[config.mk]
export PLATFORM = sky130hd
export DESIGN_NAME = rtc_alarm_match
export DESIGN_NICKNAME = d
export VERILOG_FILES = /design/src/rtl/rtc_alarm_pkg.sv /design/src/rtl/alarm_time_regs.sv /design/src/rtl/alarm_match.sv /design/src/rtl/alarm_event.sv /design/src/rtl/rtc_alarm_match.sv
export SDC_FILE = /design/constraint.sdc
export NUM_CORES = 1
export LEC_CHECK = 0
export ABC_AREA = 1
export BUFFER_PORTS_ARGS = -buffer_cell sky130_fd_sc_hd__buf_2
export CELL_PAD_IN_SITES_DETAIL_PLACEMENT = 1
export CELL_PAD_IN_SITES_GLOBAL_PLACEMENT = 2
export CORE_AREA = 2 2 98 100
export DETAILED_ROUTE_END_ITERATION = 8
export DIE_AREA = 0 0 100 102
export PLACE_DENSITY = 0.88
export SYNTH_ARGS = -nofsm -noshare
export SYNTH_HDL_FRONTEND = slang
export SYNTH_HIERARCHICAL = 1
export SYNTH_SLANG_ARGS = --single-unit
[constraint.sdc]
create_clock -name clk -period 1.18 [get_ports clk]
set_input_delay 0.177 -clock clk [delete_from_list [all_inputs] [get_ports clk]]
set_output_delay 0.177 -clock clk [all_outputs]
set_load 0.01 [all_outputs]
[src/rtl/rtc_alarm_pkg.sv]
package rtc_alarm_pkg;

   typedef enum logic [1:0] {
      PWR_OFF    = 2'b00,
      PWR_SLEEP  = 2'b01,
      PWR_ACTIVE = 2'b10,
      PWR_OTHER  = 2'b11
   } pwr_state_e;

endpackage

[src/rtl/alarm_time_regs.sv]
module alarm_time_regs #(
   parameter int TIME_W = 32,
   parameter int HALF_W = 16,
   localparam int NUM_HALVES = TIME_W / HALF_W,
   localparam int SEL_W = $clog2(NUM_HALVES)
) (
   input  logic              clk,
   input  logic              rst_n,
   input  logic              wr_en,
   input  logic [SEL_W-1:0]  wr_sel,
   input  logic [HALF_W-1:0] wr_data,
   input  logic              busy,
   output logic [TIME_W-1:0] alarm_time
);

   logic wr_ok;
   assign wr_ok = wr_en && !busy;

   for (genvar g = 0; g < NUM_HALVES; g++) begin : g_half
      logic [HALF_W-1:0] half_q;
      always_ff @(posedge clk or negedge rst_n) begin
         if (!rst_n) begin
            half_q <= '0;
         end else if (wr_ok && (wr_sel == SEL_W'(g))) begin
            half_q <= wr_data;
         end
      end
      assign alarm_time[g*HALF_W +: HALF_W] = half_q;
   end

endmodule

[src/rtl/alarm_match.sv]
module alarm_match
   import rtc_alarm_pkg::*;
#(
   parameter int TIME_W = 32,
   parameter bit REG_CMP = 1'b1
) (
   input  logic              clk,
   input  logic              rst_n,
   input  logic              sec_tick,
   input  logic              enable,
   input  logic [TIME_W-1:0] time_now,
   input  logic [TIME_W-1:0] alarm_time,
   input  pwr_state_e        state_in,
   output logic              hit,
   output pwr_state_e        hit_state
);

   logic hit_now;
   assign hit_now = sec_tick && enable && (time_now == alarm_time);

   if (REG_CMP) begin : g_reg
      logic       hit_q;
      pwr_state_e st_q;
      always_ff @(posedge clk or negedge rst_n) begin
         if (!rst_n) begin
            hit_q <= 1'b0;
            st_q  <= PWR_ACTIVE;
         end else begin
            hit_q <= hit_now;
            st_q  <= state_in;
         end
      end
      assign hit       = hit_q;
      assign hit_state = st_q;
   end else begin : g_comb
      assign hit       = hit_now;
      assign hit_state = state_in;
   end

endmodule

[src/rtl/alarm_event.sv]
module alarm_event
   import rtc_alarm_pkg::*;
(
   input  logic       clk,
   input  logic       rst_n,
   input  logic       hit,
   input  pwr_state_e hit_state,
   input  logic       irq_clr,
   output logic       irq,
   output logic       wake_req,
   output logic       on_req
);

   logic irq_q, wake_q, on_q;

   always_ff @(posedge clk or negedge rst_n) begin
      if (!rst_n) begin
         irq_q  <= 1'b0;
         wake_q <= 1'b0;
         on_q   <= 1'b0;
      end else begin
         if (hit) begin
            irq_q <= 1'b1;
         end else if (irq_clr) begin
            irq_q <= 1'b0;
         end
         wake_q <= hit && (hit_state == PWR_SLEEP);
         on_q   <= hit && (hit_state == PWR_OFF);
      end
   end

   assign irq      = irq_q;
   assign wake_req = wake_q;
   assign on_req   = on_q;

endmodule

[src/rtl/rtc_alarm_match.sv]
module rtc_alarm_match
   import rtc_alarm_pkg::*;
#(
   parameter int TIME_W = 32,
   parameter int HALF_W = 16,
   parameter bit REG_CMP = 1'b1,
   localparam int SEL_W = $clog2(TIME_W / HALF_W)
) (
   input  logic              clk,
   input  logic              rst_n,
   input  logic              sec_tick,
   input  logic [TIME_W-1:0] time_now,
   input  logic              alarm_en,
   input  logic              alm_wr_en,
   input  logic [SEL_W-1:0]  alm_wr_sel,
   input  logic [HALF_W-1:0] alm_wr_data,
   input  logic              sync_busy,
   input  logic [1:0]        pwr_state,
   input  logic              irq_clr,
   output logic              irq,
   output logic              wake_req,
   output logic              on_req,
   output logic [TIME_W-1:0] alm_value
);

   if (TIME_W % HALF_W != 0) begin : g_bad_split
      $error("TIME_W must be a whole multiple of HALF_W");
   end
   if (TIME_W / HALF_W < 2) begin : g_bad_halves
      $error("alarm time needs at least two write halves");
   end

   logic [TIME_W-1:0] alarm_time;
   logic              hit;
   pwr_state_e        hit_state;

   alarm_time_regs #(
      .TIME_W (TIME_W),
      .HALF_W (HALF_W)
   ) u_regs (
      .clk        (clk),
      .rst_n      (rst_n),
      .wr_en      (alm_wr_en),
      .wr_sel     (alm_wr_sel),
      .wr_data    (alm_wr_data),
      .busy       (sync_busy),
      .alarm_time (alarm_time)
   );

   alarm_match #(
      .TIME_W  (TIME_W),
      .REG_CMP (REG_CMP)
   ) u_match (
      .clk        (clk),
      .rst_n      (rst_n),
      .sec_tick   (sec_tick),
      .enable     (alarm_en),
      .time_now   (time_now),
      .alarm_time (alarm_time),
      .state_in   (pwr_state_e'(pwr_state)),
      .hit        (hit),
      .hit_state  (hit_state)
   );

   alarm_event u_event (
      .clk       (clk),
      .rst_n     (rst_n),
      .hit       (hit),
      .hit_state (hit_state),
      .irq_clr   (irq_clr),
      .irq       (irq),
      .wake_req  (wake_req),
      .on_req    (on_req)
   );

   assign alm_value = alarm_time;

endmodule

; ---- Yosys cells after proc, flatten, opt, wreduce, memory -nomap -nowiden
; Cells that the tools add are included.
[word_totals]
regBits = 38
input_bits = 58
word_cells = 22
output_inout_bits = 35
[op_classes]
n_eq_ne = 2
mux = 2
n_bitwise = 1
n_reduce_logical = 10
[op_table]
columns = operator, count
row1 = == test 32 bit, 1
row2 = logical AND 1 bit, 7
row3 = == test 2 x 1 -> 1 bit (second input constant), 1
row4 = zero test 2 bit, 1
row5 = two-way mux 1 bit, 2
row6 = nonzero test 2 bit, 1
row7 = zero test 1 bit, 1
row8 = inverter 1 bit, 1

; ---- Longest topological paths before layout
; Gate-level depths: netlist of run 1.
[logic_depth]
ltp_word = 3
ltp_mapped = 8
depth_no_buf = 8

; ---- Hierarchy
; The synthesis of run 1 kept the hierarchy.
[modules_own_cells]
columns = module, n_inst, seq_area_each_um2, area_each_um2, cells_per_inst
row1 = alarm_time_regs, 1, 800.8, 1368.8, 144
row2 = alarm_match, 1, 76.3, 646.9, 140
row3 = alarm_event, 1, 75.1, 108.9, 12

; ---- Worst setup path after synthesis of run 1
; Ideal clock, no wire load.
[synth_timing]
path_type = reg2reg
start = reg u_regs.g_half[1].half_q[9]
end = reg u_match.g_reg.hit_q (netlist: u_match/hit)
synth_period_minus_slack_ns = 0.995
path_stages_with_launch = 5
setup_time_ns = 0.071
t_arrival_ns = 0.923
t_required_ns = 1.109
n_path_buf = 0
slack_ns = 0.185
cell_sequence = dfrtp_1 > xor2_1 > nor3_1 > nand3_1 > nor2_1
[synth_between]
elab_chain_cells = 2
[synth_rtl]
columns = item, line
row1 = from (decl), alarm_time_regs.sv:20  ; logic [HALF_W-1:0] half_q;
row2 = from (signal assigned), alarm_time_regs.sv:25  ; half_q <= wr_data;
row3 = == test 32 bit, alarm_match.sv:19  ; assign hit_now = sec_tick && enable && (time_now == alarm_time);
row4 = logical AND 1 bit, alarm_match.sv:19
row5 = named net u_match.hit_now, alarm_match.sv:18  ; logic hit_now;
row6 = to (signal assigned), alarm_match.sv:29  ; hit_q <= hit_now;
row7 = to (decl), alarm_match.sv:22  ; logic hit_q;
; The timed path passes the listed nets, and every way through them passes these cells.
; A chain may end at the register's enable or synchronous reset.

; ---- Worst setup path in the final report of run 1
[layout_timing]
start = reg u_regs.g_half[0].half_q[6]
end = reg u_match.g_reg.hit_q (netlist: u_match/hit)
[layout_between]
elab_chain_cells = 2
[layout_rtl]
columns = item, line
row1 = from (decl), alarm_time_regs.sv:20
row2 = from (signal assigned), alarm_time_regs.sv:25
row3 = == test 32 bit, alarm_match.sv:19
row4 = logical AND 1 bit, alarm_match.sv:19
row5 = named net u_match.hit_now, alarm_match.sv:18
; The timed path passes the listed nets, and every way through them passes these cells.

==> results of run 1 <==
==> cell families (layout without fill, tap and decap cells) <==
kind of cell,after synthesis,count (layout),synth area share
simple gates,189,189,0.3869
buf+inv,54,168,0.1142
flops,38,38,0.4482
xor+xnor,8,8,0.03298
compound gates,7,7,0.01767
==> cell type report <==
cell class / count / area [µm²]
sequential: 38 / 953.4
clock buffer: 6 / 82.58
timing repair buffer: 118 / 765.7
clock inverter: 2 / 12.51
inverter: 42 / 162.7
multi-input combinational: 204 / 937.1
tap: 111 / 138.9
fill: 1172 / 6056
==> worst max path at each step <==
stage / from / to / slack, ps
2_1_floorplan: u_regs/g_half[1].half_q[9] / u_match/hit / 190
3_3_place_gp: u_regs/g_half[1].half_q[12] / u_match/hit / -20
3_5_place_dp: u_regs/g_half[1].half_q[12] / u_match/hit / -40
4_1_cts: u_regs/g_half[1].half_q[12] / u_match/hit / -20
5_1_grt: u_regs/g_half[0].half_q[6] / u_match/hit / -100
6_report: u_regs/g_half[0].half_q[6] / u_match/hit / -3
==> worst max-delay path: stages (launching register included) <==
cell and delay (ps):
dfrtp_1 440, inv_1 70, nand2_1 60, nand2_1 50, nor2_1 90, nand2_1 70
nor2_1 120, nand3_1 100, nor2_1 120
==> placed cells by master, fill, tap and decap left out <==
master,synthesis,routed
nand2_1,124,124
buf_2,7,84
inv_1,40,40
dfrtp_1,37,36
nand4_1,32,32
nor2_1,27,26
buf_4,2,16
buf_6,2,12
clkbuf_8,0,6
o21ai_0,6,6
xnor2_1,5,5
dlygate4sd3_1,0,3
xor2_1,3,3
buf_12,0,3
nand3_1,2,2
nand3_4,2,2
clkinv_2,0,1
clkinvlp_4,0,1
nor3_2,0,1
nor3_1,2,1
nor2_2,0,1
o211ai_1,1,1
dfstp_2,1,1
inv_2,1,1
inv_6,1,1
dfrtp_2,0,1
==> where the power goes <==
part           internal (mW)  switching, mW  total, mW
Clock                  0.470          0.508      0.979
Sequential              1.48          0.174       1.66
Combinational          0.591          0.645       1.24
Total                   2.54           1.33       3.87
==> sequential cells by signal (all words and copies together), names as in the netlist <==
signal,cells
u_event/wake_req,1
u_event/irq,1
u_match/hit,1
u_regs/g_half.half_q,32
u_event/on_req,1
u_match/hit_state,2
==> routing by layer <==
metal / part of all wire / global-route usage
met1: 0.44 / 0.2002
met2: 0.49 / 0.2588
met3: 0.059 / 0.03830
met4: 0.0087 / 0.03477
met5: 0 / 0
==> timing repair <==
item	4_1_cts	5_1_grt
setup buffers	2	3
resized for setup	1	14
hold buffers	3	0
endpoints found under the setup margin	1	11
pin swaps	6	1
hold endpoints to repair	15	0
==> stage by stage <==
stage	area (µm²)	utilization	worst slack (ps)	cells	hold slack [ps]
2_1_floorplan	2125	-	185.2	296	-118.6
3_3_place_gp	2831	0.3109	-15.91	507	145.3
3_5_place_dp	2831	0.3109	-37.08	507	152.8
4_1_cts	2974	0.3265	-23.29	520	89.30
5_1_grt	3053	0.3352	-101.8	521	113.3
6_report	3053	0.3352	-3.424	521	95.22
==> results.py, run 1 <==
metrics = {
    "drt": {
        "via_per_inst": 4.372,
        "ant_nets": 0,
        "post_drt_wl_per_cell_um": 14.74,
        "first_iter_violations": 88,
        "drt_wl_total_um": 7679,
        "vias": 2278,
        "drcViolationCount": 0,
        "drt_pass1_iterations": 4,
    },
    "grt": {
        "grt-ovfl-total": 0,
        "grt_pass1_vias": 2312,
        "grt_util_all_layers": 0.1535,
        "grt_max_degree": 19,
        "grt_pass1_wl_um": 11930,
        "antenna_found_initial": 1,
    },
    "setup_path": {
        "reg2reg_slack_ps": -3,
        "cp.arrival_ps": 1420,
        "worst-path-max-fanout": 4,
        "r2r_start": "u_regs/g_half[0].half_q[6]",
        "crit-reg2reg-capture": "u_match/hit",
        "worstSetupPathType": "reg2reg",
        "startpoint_type": "flip-flop",
        "required_ps": 1410,
        "cp-end-kind": "flip-flop",
        "rr_worst_depth": 8,
    },
    "die": {
        "die_area_um2": 10200,
        "rows": 35,
        "core_area_um2": 9109,
        "num_io_pins": 93,
        "die_h_um": 102,
        "start_util": 0.2332,
        "fp.dieW_um": 100,
    },
    "timing": {
        "slew_violations": 0,
        "rsz0062_at_grt": "yes",
        "max_slew.worst_pin.slew_ps": 423.8,
        "finalHoldViolCount": 0,
        "setup_ws_ps": -3.424,
        "max-slew-margin-rel": 0.7175,
        "tns_ps": -3.424,
        "max_freq_mhz": 845.0,
        "setup_violations": 1,
        "clock_skew_ps": 11.50,
        "layout_min_cycle_time_ps": 1183,
        "fin_crit_sh": 1.003,
    },
    "placed_design": {
        "portBuffers": 92,
        "place_congestion": 0.7872,
        "dp_hpwl_um": 6109,
    },
    "cells_and_area": {
        "final_nets": 467,
        "drive_above_1_share": 0.3195,
        "synthToLayoutAreaGrowth_pct": 43.70,
        "n_antenna_cell": 0,
    },
    "worst_hold_path": {
        "hp-class": "in2reg",
        "min_from": "irq_clr",
        "hold_end": "u_event/irq",
        "whs_path_depth": 4,
    },
    "clock_tree": {
        "cts_buffer_depth": 2,
        "path_clk_slew_ps": 80,
        "cts_tree": "yes",
        "clk_root_buffer_cell": "clkbuf_8",
        "cts_sinks": 38,
        "cts_buffers": 5,
        "clock_latency_ps": 300,
        "h-tree-depth": 2,
    },
    "logic_synthesis": {
        "syn_area_um2": 2125,
        "avgSynthCellArea_um2": 7.177,
        "yosysMostFrequentCell": "nand2_1",
        "synth_common_cells": "nand2_1 (124), inv_1 (40), dfrtp_1 (37), nand4_1 (32), nor2_1 (27)",
        "ys_seq_elements": 38,
        "synth_area_leaders": "dfrtp_1 (44%), nand2_1 (22%), nand4_1 (9.4%)",
        "syn_nets": 354,
        "synth_top_area_share": 0.4358,
        "yosysSeqAreaShare": 0.4482,
        "async_flop_share": 1.000,
        "yosysTopAreaCell": "dfrtp_1",
        "netlist_instances": 296,
        "synthFlopType": "dfrtp_1",
        "synth_edf_count": 0,
        "yosys.cell_types.count": 19,
        "ys.warnings.count": 6,
    },
    "run": {
        "maxCapViolCount": 0,
    },
    "power": {
        "p_total_mw": 3.871,
        "p_leak_nw": 1.772,
        "p_per_area_nw_per_um2": 1268,
        "vdd_drop_max_uv": 404.3,
    },
    "run_status": {
        "violations": "setup timing",
        "status": "finished with violations",
    },
}
Power figures use the tool's default switching activity.
==> inputs of run 2 (changes only) <==
--- a/config.mk
+++ b/config.mk
@@ -12,7 +12,7 @@
 export CORE_AREA = 2 2 98 100
 export DETAILED_ROUTE_END_ITERATION = 8
 export DIE_AREA = 0 0 100 102
-export PLACE_DENSITY = 0.88
+export PLACE_DENSITY = 0.85
 export SYNTH_ARGS = -nofsm -noshare
 export SYNTH_HDL_FRONTEND = slang
 export SYNTH_HIERARCHICAL = 1
==> results.py, run 2 (synthesis gave the netlist of run 1 again) <==
metrics = {
    "run_status": {
        "status": "completed",
    },
    "cells_and_area": {
        "synthToLayoutAreaGrowth_pct": 40.11,
        "final_common_cell": "nand2_1",
        "largest-register": "u_regs/g_half.half_q",
        "final_nets": 464,
        "drive_above_1_share": 0.3103,
        "final_cell_mix": "nand2_1 (124), buf_2 (89), inv_1 (40), dfrtp_1 (37), nand4_1 (32)",
        "nFillCells": 1166,
        "largest_register_ffs": 32,
        "n_antenna_cell": 0,
    },
    "setup_path": {
        "required_ps": 1410,
        "worst-path-max-fanout": 4,
        "cpMaxStageDelayCell": "dfrtp_1",
        "cp-end-kind": "flip-flop",
        "max_stage_delay_ps": 430,
        "cp.arrival_ps": 1400,
        "worstSetupPathType": "reg2reg",
        "crit_chain": "nor2_1 > nor2_1 > nor2_1 > nand2_1 > nor2_2 > nand3_1 > nor2_1",
        "cp_top_family": "simple AND/OR/NAND/NOR gates",
        "worst-path-buf-inv": 0,
        "startpoint_type": "flip-flop",
        "crit_top_cell": "nor2_1",
    },
    "drt": {
        "drcViolationCount": 0,
        "vias": 2277,
        "ant_nets": 0,
        "drt_pass1_iterations": 6,
        "first_iter_violations": 60,
        "via_per_inst": 4.404,
        "drt_wl_total_um": 7454,
        "post_drt_wl_per_cell_um": 14.42,
    },
    "clock_tree": {
        "path_clk_slew_ps": 70,
        "cts_buffers": 5,
        "clk_root_buffer_cell": "clkbuf_8",
        "cts_buffer_depth": 2,
        "cts_sinks": 38,
        "h-tree-depth": 2,
        "clock_latency_ps": 290,
        "cts_tree": "yes",
    },
    "grt": {
        "grt_pass1_wl_um": 12000,
        "antenna_found_initial": 0,
        "grt_util_all_layers": 0.1534,
        "grt-ovfl-total": 0,
        "grt_pass1_vias": 2362,
        "grt_max_degree": 18,
    },
    "timing": {
        "rsz0062_at_grt": "yes",
        "finalHoldViolCount": 0,
        "setup_violations": 0,
        "finalHoldWorstSlack_ps": 103.5,
        "max_slew.worst_pin.slew_ps": 301.0,
        "fin_crit_sh": 0.9956,
        "max_freq_mhz": 851.2,
        "layout_min_cycle_time_ps": 1175,
        "slew_violations": 0,
        "max-slew-margin-rel": 0.7993,
        "clock_skew_ps": 1.683,
    },
    "placed_design": {
        "dp_hpwl_um": 6116,
        "place_congestion": 0.8049,
        "portBuffers": 92,
    },
    "power": {
        "p_per_area_nw_per_um2": 1323,
        "p_leak_nw": 1.746,
        "vdd_drop_max_uv": 446.9,
        "p_total_mw": 3.939,
    },
    "worst_hold_path": {
        "hp-class": "in2reg",
    },
    "die": {
        "num_io_pins": 93,
        "rows": 35,
        "die_h_um": 102,
        "die_area_um2": 10200,
        "start_util": 0.2332,
        "core_area_um2": 9109,
        "fp.dieW_um": 100,
    },
    "run": {
        "maxCapViolCount": 0,
    },
}
[run 2: worst paths after layout]
path / startpoint / to / slack (ps) / depth (start not counted)
setup / recovery: u_regs/g_half[1].half_q[0] / u_match/hit / 5 / 7
hold / removal: irq_clr / u_event/irq / 100 / 4
setup reg to reg: u_regs/g_half[1].half_q[0] / u_match/hit / 5 / 7
hold reg to reg: u_match/hit_state[0] / u_event/on_req / 430 / 1
max in group asynchronous: rst_n / u_regs/g_half[1].half_q[14] / 400 / 3
min in group asynchronous: rst_n / u_regs/g_half[1].half_q[3] / 280 / 2
[run 2: timing repair]
action                     4_1_cts  5_1_grt
setup endpoints to repair        2        6
buffers inserted                 0        2
hold endpoints to repair        10        0
pin swaps                        0        2
hold buffers                     3        0
resized for setup                2        4
[run 2: tightest hold or removal path: stages]
cell	delay [ps]
buf_2	70
inv_1	30
nand2_1	50
nand2_1	40
[run 2: through the flow]
stage / TNS (ps) / util / setup WS (ps) / cell area [µm²] / std cells
4_1_cts: -31.28 / 0.3247 / -31.28 / 2958 / 517
2_1_floorplan: 0 / - / 185.2 / 2125 / 296
3_3_place_gp: 0 / 0.3089 / 7.472 / 2814 / 508
3_5_place_dp: -24.11 / 0.3089 / -24.11 / 2814 / 508
5_1_grt: -127.2 / 0.3268 / -94.61 / 2977 / 517
6_report: 0 / 0.3268 / 5.144 / 2977 / 517
[run 2: layer usage]
metal  track usage  routed length (µm)  vias up
li1              -                   -     1138
met1        0.1977                3372     1075
met2        0.2698                3704       57
met3       0.02736                 305        7
met4       0.03477                  72        0
met5             0                   0        -
[run 2: layout make-up]
| type | instances | area (µm²) | area share |
|---|---|---|---|
| Clock buffer | 6 | 82.58 | 0.02774 |
| Inverter | 42 | 162.7 | 0.05464 |
| Clock inverter | 1 | 30.03 | 0.01009 |
| Sequential cell | 38 | 952.2 | 0.3199 |
| Multi-Input combinational cell | 204 | 934.6 | 0.3140 |
| Timing Repair Buffer | 115 | 675.6 | 0.2270 |
| Tap cell | 111 | 138.9 | 0.04666 |
[run 2: power breakdown]
group / total [mW] / leakage (nW) / internal (mW) / switching [mW]
registers: 1.66 / 0.477 / 1.48 / 0.176
clock network: 1.14 / 0.0573 / 0.676 / 0.462
logic: 1.14 / 1.21 / 0.517 / 0.625
==> inputs of run 3 (changes only) <==
--- a/config.mk
+++ b/config.mk
@@ -9,10 +9,10 @@
 export BUFFER_PORTS_ARGS = -buffer_cell sky130_fd_sc_hd__buf_2
 export CELL_PAD_IN_SITES_DETAIL_PLACEMENT = 1
 export CELL_PAD_IN_SITES_GLOBAL_PLACEMENT = 2
-export CORE_AREA = 2 2 98 100
+export CORE_AREA = 2 2 102 104
 export DETAILED_ROUTE_END_ITERATION = 8
-export DIE_AREA = 0 0 100 102
-export PLACE_DENSITY = 0.85
+export DIE_AREA = 0 0 104 106
+export PLACE_DENSITY = 0.83
 export SYNTH_ARGS = -nofsm -noshare
 export SYNTH_HDL_FRONTEND = slang
 export SYNTH_HIERARCHICAL = 1
==> constraint.sdc (replaced) <==
create_clock -name clk -period 0.95 [get_ports clk]
set_input_delay 0.1425 -clock clk [delete_from_list [all_inputs] [get_ports clk]]
set_output_delay 0.1425 -clock clk [all_outputs]
set_load 0.01 [all_outputs]
==> results.py, run 3 (synthesis gave the netlist of run 1 again) <==
metrics = {
    "timing": {
        "setup_violations": 35,
        "finalHoldViolCount": 0,
        "tns_ps": -4750,
        "clock_skew_ps": 3.949,
        "slew_violations": 0,
        "max_freq_mhz": 814.0,
        "layout_min_cycle_time_ps": 1228,
        "max-slew-margin-rel": 0.7896,
        "max_slew.worst_pin.slew_ps": 315.7,
        "fin_crit_sh": 1.293,
        "setup_ws_ps": -278.5,
        "rsz0062_at_grt": "yes",
    },
    "drt": {
        "met1_length_um": 3563,
        "drt_pass1_iterations": 4,
        "vias": 2448,
        "wl_met2_um": 4006,
        "first_iter_violations": 71,
        "drcViolationCount": 0,
        "ant_nets": 0,
        "drt_wl_total_um": 8068,
        "wl_met3_um": 357,
        "post_drt_wl_per_cell_um": 13.91,
        "via_per_inst": 4.221,
        "highest_layer": "met5",
    },
    "clock_tree": {
        "cts_sinks": 38,
        "cts_buffer_depth": 2,
        "clk_root_buffer_cell": "clkbuf_8",
        "path_clk_slew_ps": 80,
        "cts_tree": "yes",
        "h-tree-depth": 2,
        "clock_latency_ps": 300,
        "cts_buffers": 5,
    },
    "power": {
        "p_total_mw": 5.740,
        "power_frac_clock": 0.256,
        "seq_power_share": 0.360,
        "power_frac_comb": 0.384,
        "switching_share": 0.3080,
        "vdd_drop_max_uv": 538.8,
        "intPower_mw": 3.972,
        "p_leak_nw": 2.015,
        "p_per_area_nw_per_um2": 1594,
        "switchingPower_mw": 1.768,
    },
    "setup_path": {
        "worstSetupPathType": "reg2out",
        "worst-path-max-fanout": 4,
        "startpoint_type": "flip-flop",
        "cp.arrival_ps": 1090,
        "required_ps": 810,
        "max_stage_delay_ps": 430,
        "crit_top_cell": "buf_6",
        "cp_top_family": "flip-flops",
        "cpMaxStageDelayCell": "dfrtp_1",
        "worst-path-buf-inv": 3,
        "crit_chain": "buf_4 > buf_6 > buf_6",
        "cp-end-kind": "primary output",
    },
    "cells_and_area": {
        "largest-register": "u_regs/g_half.half_q",
        "final_common_cell": "nand2_1",
        "nFillCells": 1257,
        "final_nets": 501,
        "stdcell_count": 580,
        "n_antenna_cell": 0,
        "largest_register_ffs": 32,
        "synthToLayoutAreaGrowth_pct": 69.49,
        "final_cell_mix": "nand2_1 (123), buf_2 (61), buf_6 (60), inv_1 (40), dfrtp_1 (36)",
        "drive_above_1_share": 0.3739,
    },
    "grt": {
        "grt_pass1_wl_um": 12630,
        "antenna_found_initial": 2,
        "grt_max_degree": 25,
        "grt-ovfl-total": 0,
        "grt_util_all_layers": 0.1467,
        "grt_pass1_vias": 2561,
    },
    "die": {
        "core_area_um2": 10000,
        "fp.dieW_um": 104,
        "start_util": 0.2125,
        "num_io_pins": 93,
        "die_h_um": 106,
        "die_area_um2": 11020,
        "rows": 37,
    },
    "placed_design": {
        "dp_hpwl_um": 6364,
        "dp.cells": 557,
        "portBuffers": 92,
        "place_congestion": 0.8062,
    },
    "run_status": {
        "violations": "setup timing",
        "status": "finished with violations",
    },
    "worst_hold_path": {
        "hp-class": "in2reg",
    },
    "run": {
        "maxCapViolCount": 0,
    },
}
run 3: worst reg2reg max path: cells and delay by family, from the launching register on:
family           cells  cell delay, ps
AND/OR/NAND/NOR      7             690
flip-flops           1             410
run 3: per-layer routing:
metal | up-vias | track usage
li1 | 1219 | -
met1 | 1152 | 0.1789
met2 | 61 | 0.2608
met3 | 12 | 0.03250
met4 | 4 | 0.03958
met5 | - | 0
run 3: final cells by class:
| type | instances | area [µm²] | area share |
|---|---|---|---|
| timing repair buffer | 152 | 1259 | 0.3495 |
| sequential | 38 | 953.4 | 0.2648 |
| multi-input combinational | 204 | 939.7 | 0.2609 |
| tap | 136 | 170.2 | 0.04726 |
| inverter | 42 | 162.7 | 0.04517 |
| clock buffer | 7 | 86.33 | 0.02398 |
| clock inverter | 1 | 30.03 | 0.008339 |
run 3: stage by stage:
| stage | hold WS, ps | cell area (µm²) | util | setup WS (ps) |
|---|---|---|---|---|
| floorplan | -153.1 | 2125 | - | -39.14 |
| global placement | 56.56 | 3050 | 0.3051 | -265.9 |
| detailed placement | 61.32 | 3050 | 0.3051 | -248.1 |
| CTS | 69.79 | 3555 | 0.3555 | -238.7 |
| global route | 73.02 | 3601 | 0.3601 | -339.8 |
| finish | 73.94 | 3601 | 0.3601 | -278.5 |
run 3: final timing paths:
path                                              from                           to  slack (ps)  depth (start not counted)
min                                            irq_clr                  u_event/irq          70                          4
max in group asynchronous                        rst_n  u_regs/g_half[1].half_q[15]         230                          3
min reg2reg                       u_match/hit_state[0]               u_event/on_req         430                          1
min in group asynchronous                        rst_n   u_regs/g_half[0].half_q[3]         270                          2
max reg2reg                u_regs/g_half[1].half_q[12]                  u_match/hit        -220                          7
max                        u_regs/g_half[1].half_q[13]                alm_value[29]        -280                          3
run 3: what timing repair did:
item                       CTS  global route
setup endpoints to repair   34            37
hold buffers                 3             0
hold endpoints to repair    11             0
pin swaps                    9             5
buffers inserted             7             8
resized for setup           63             6
run 3: power groups by stage:
stage | logic (mW) | registers [mW] | clock network [mW]
finish | 2.20 | 2.07 | 1.47
global route | 2.41 | 2.10 | 1.57
CTS | 2.16 | 2.07 | 1.49
detailed placement | 1.67 | 2.06 | 0
global placement | 1.63 | 2.05 | 0
floorplan | 0.570 | 2.16 | 0
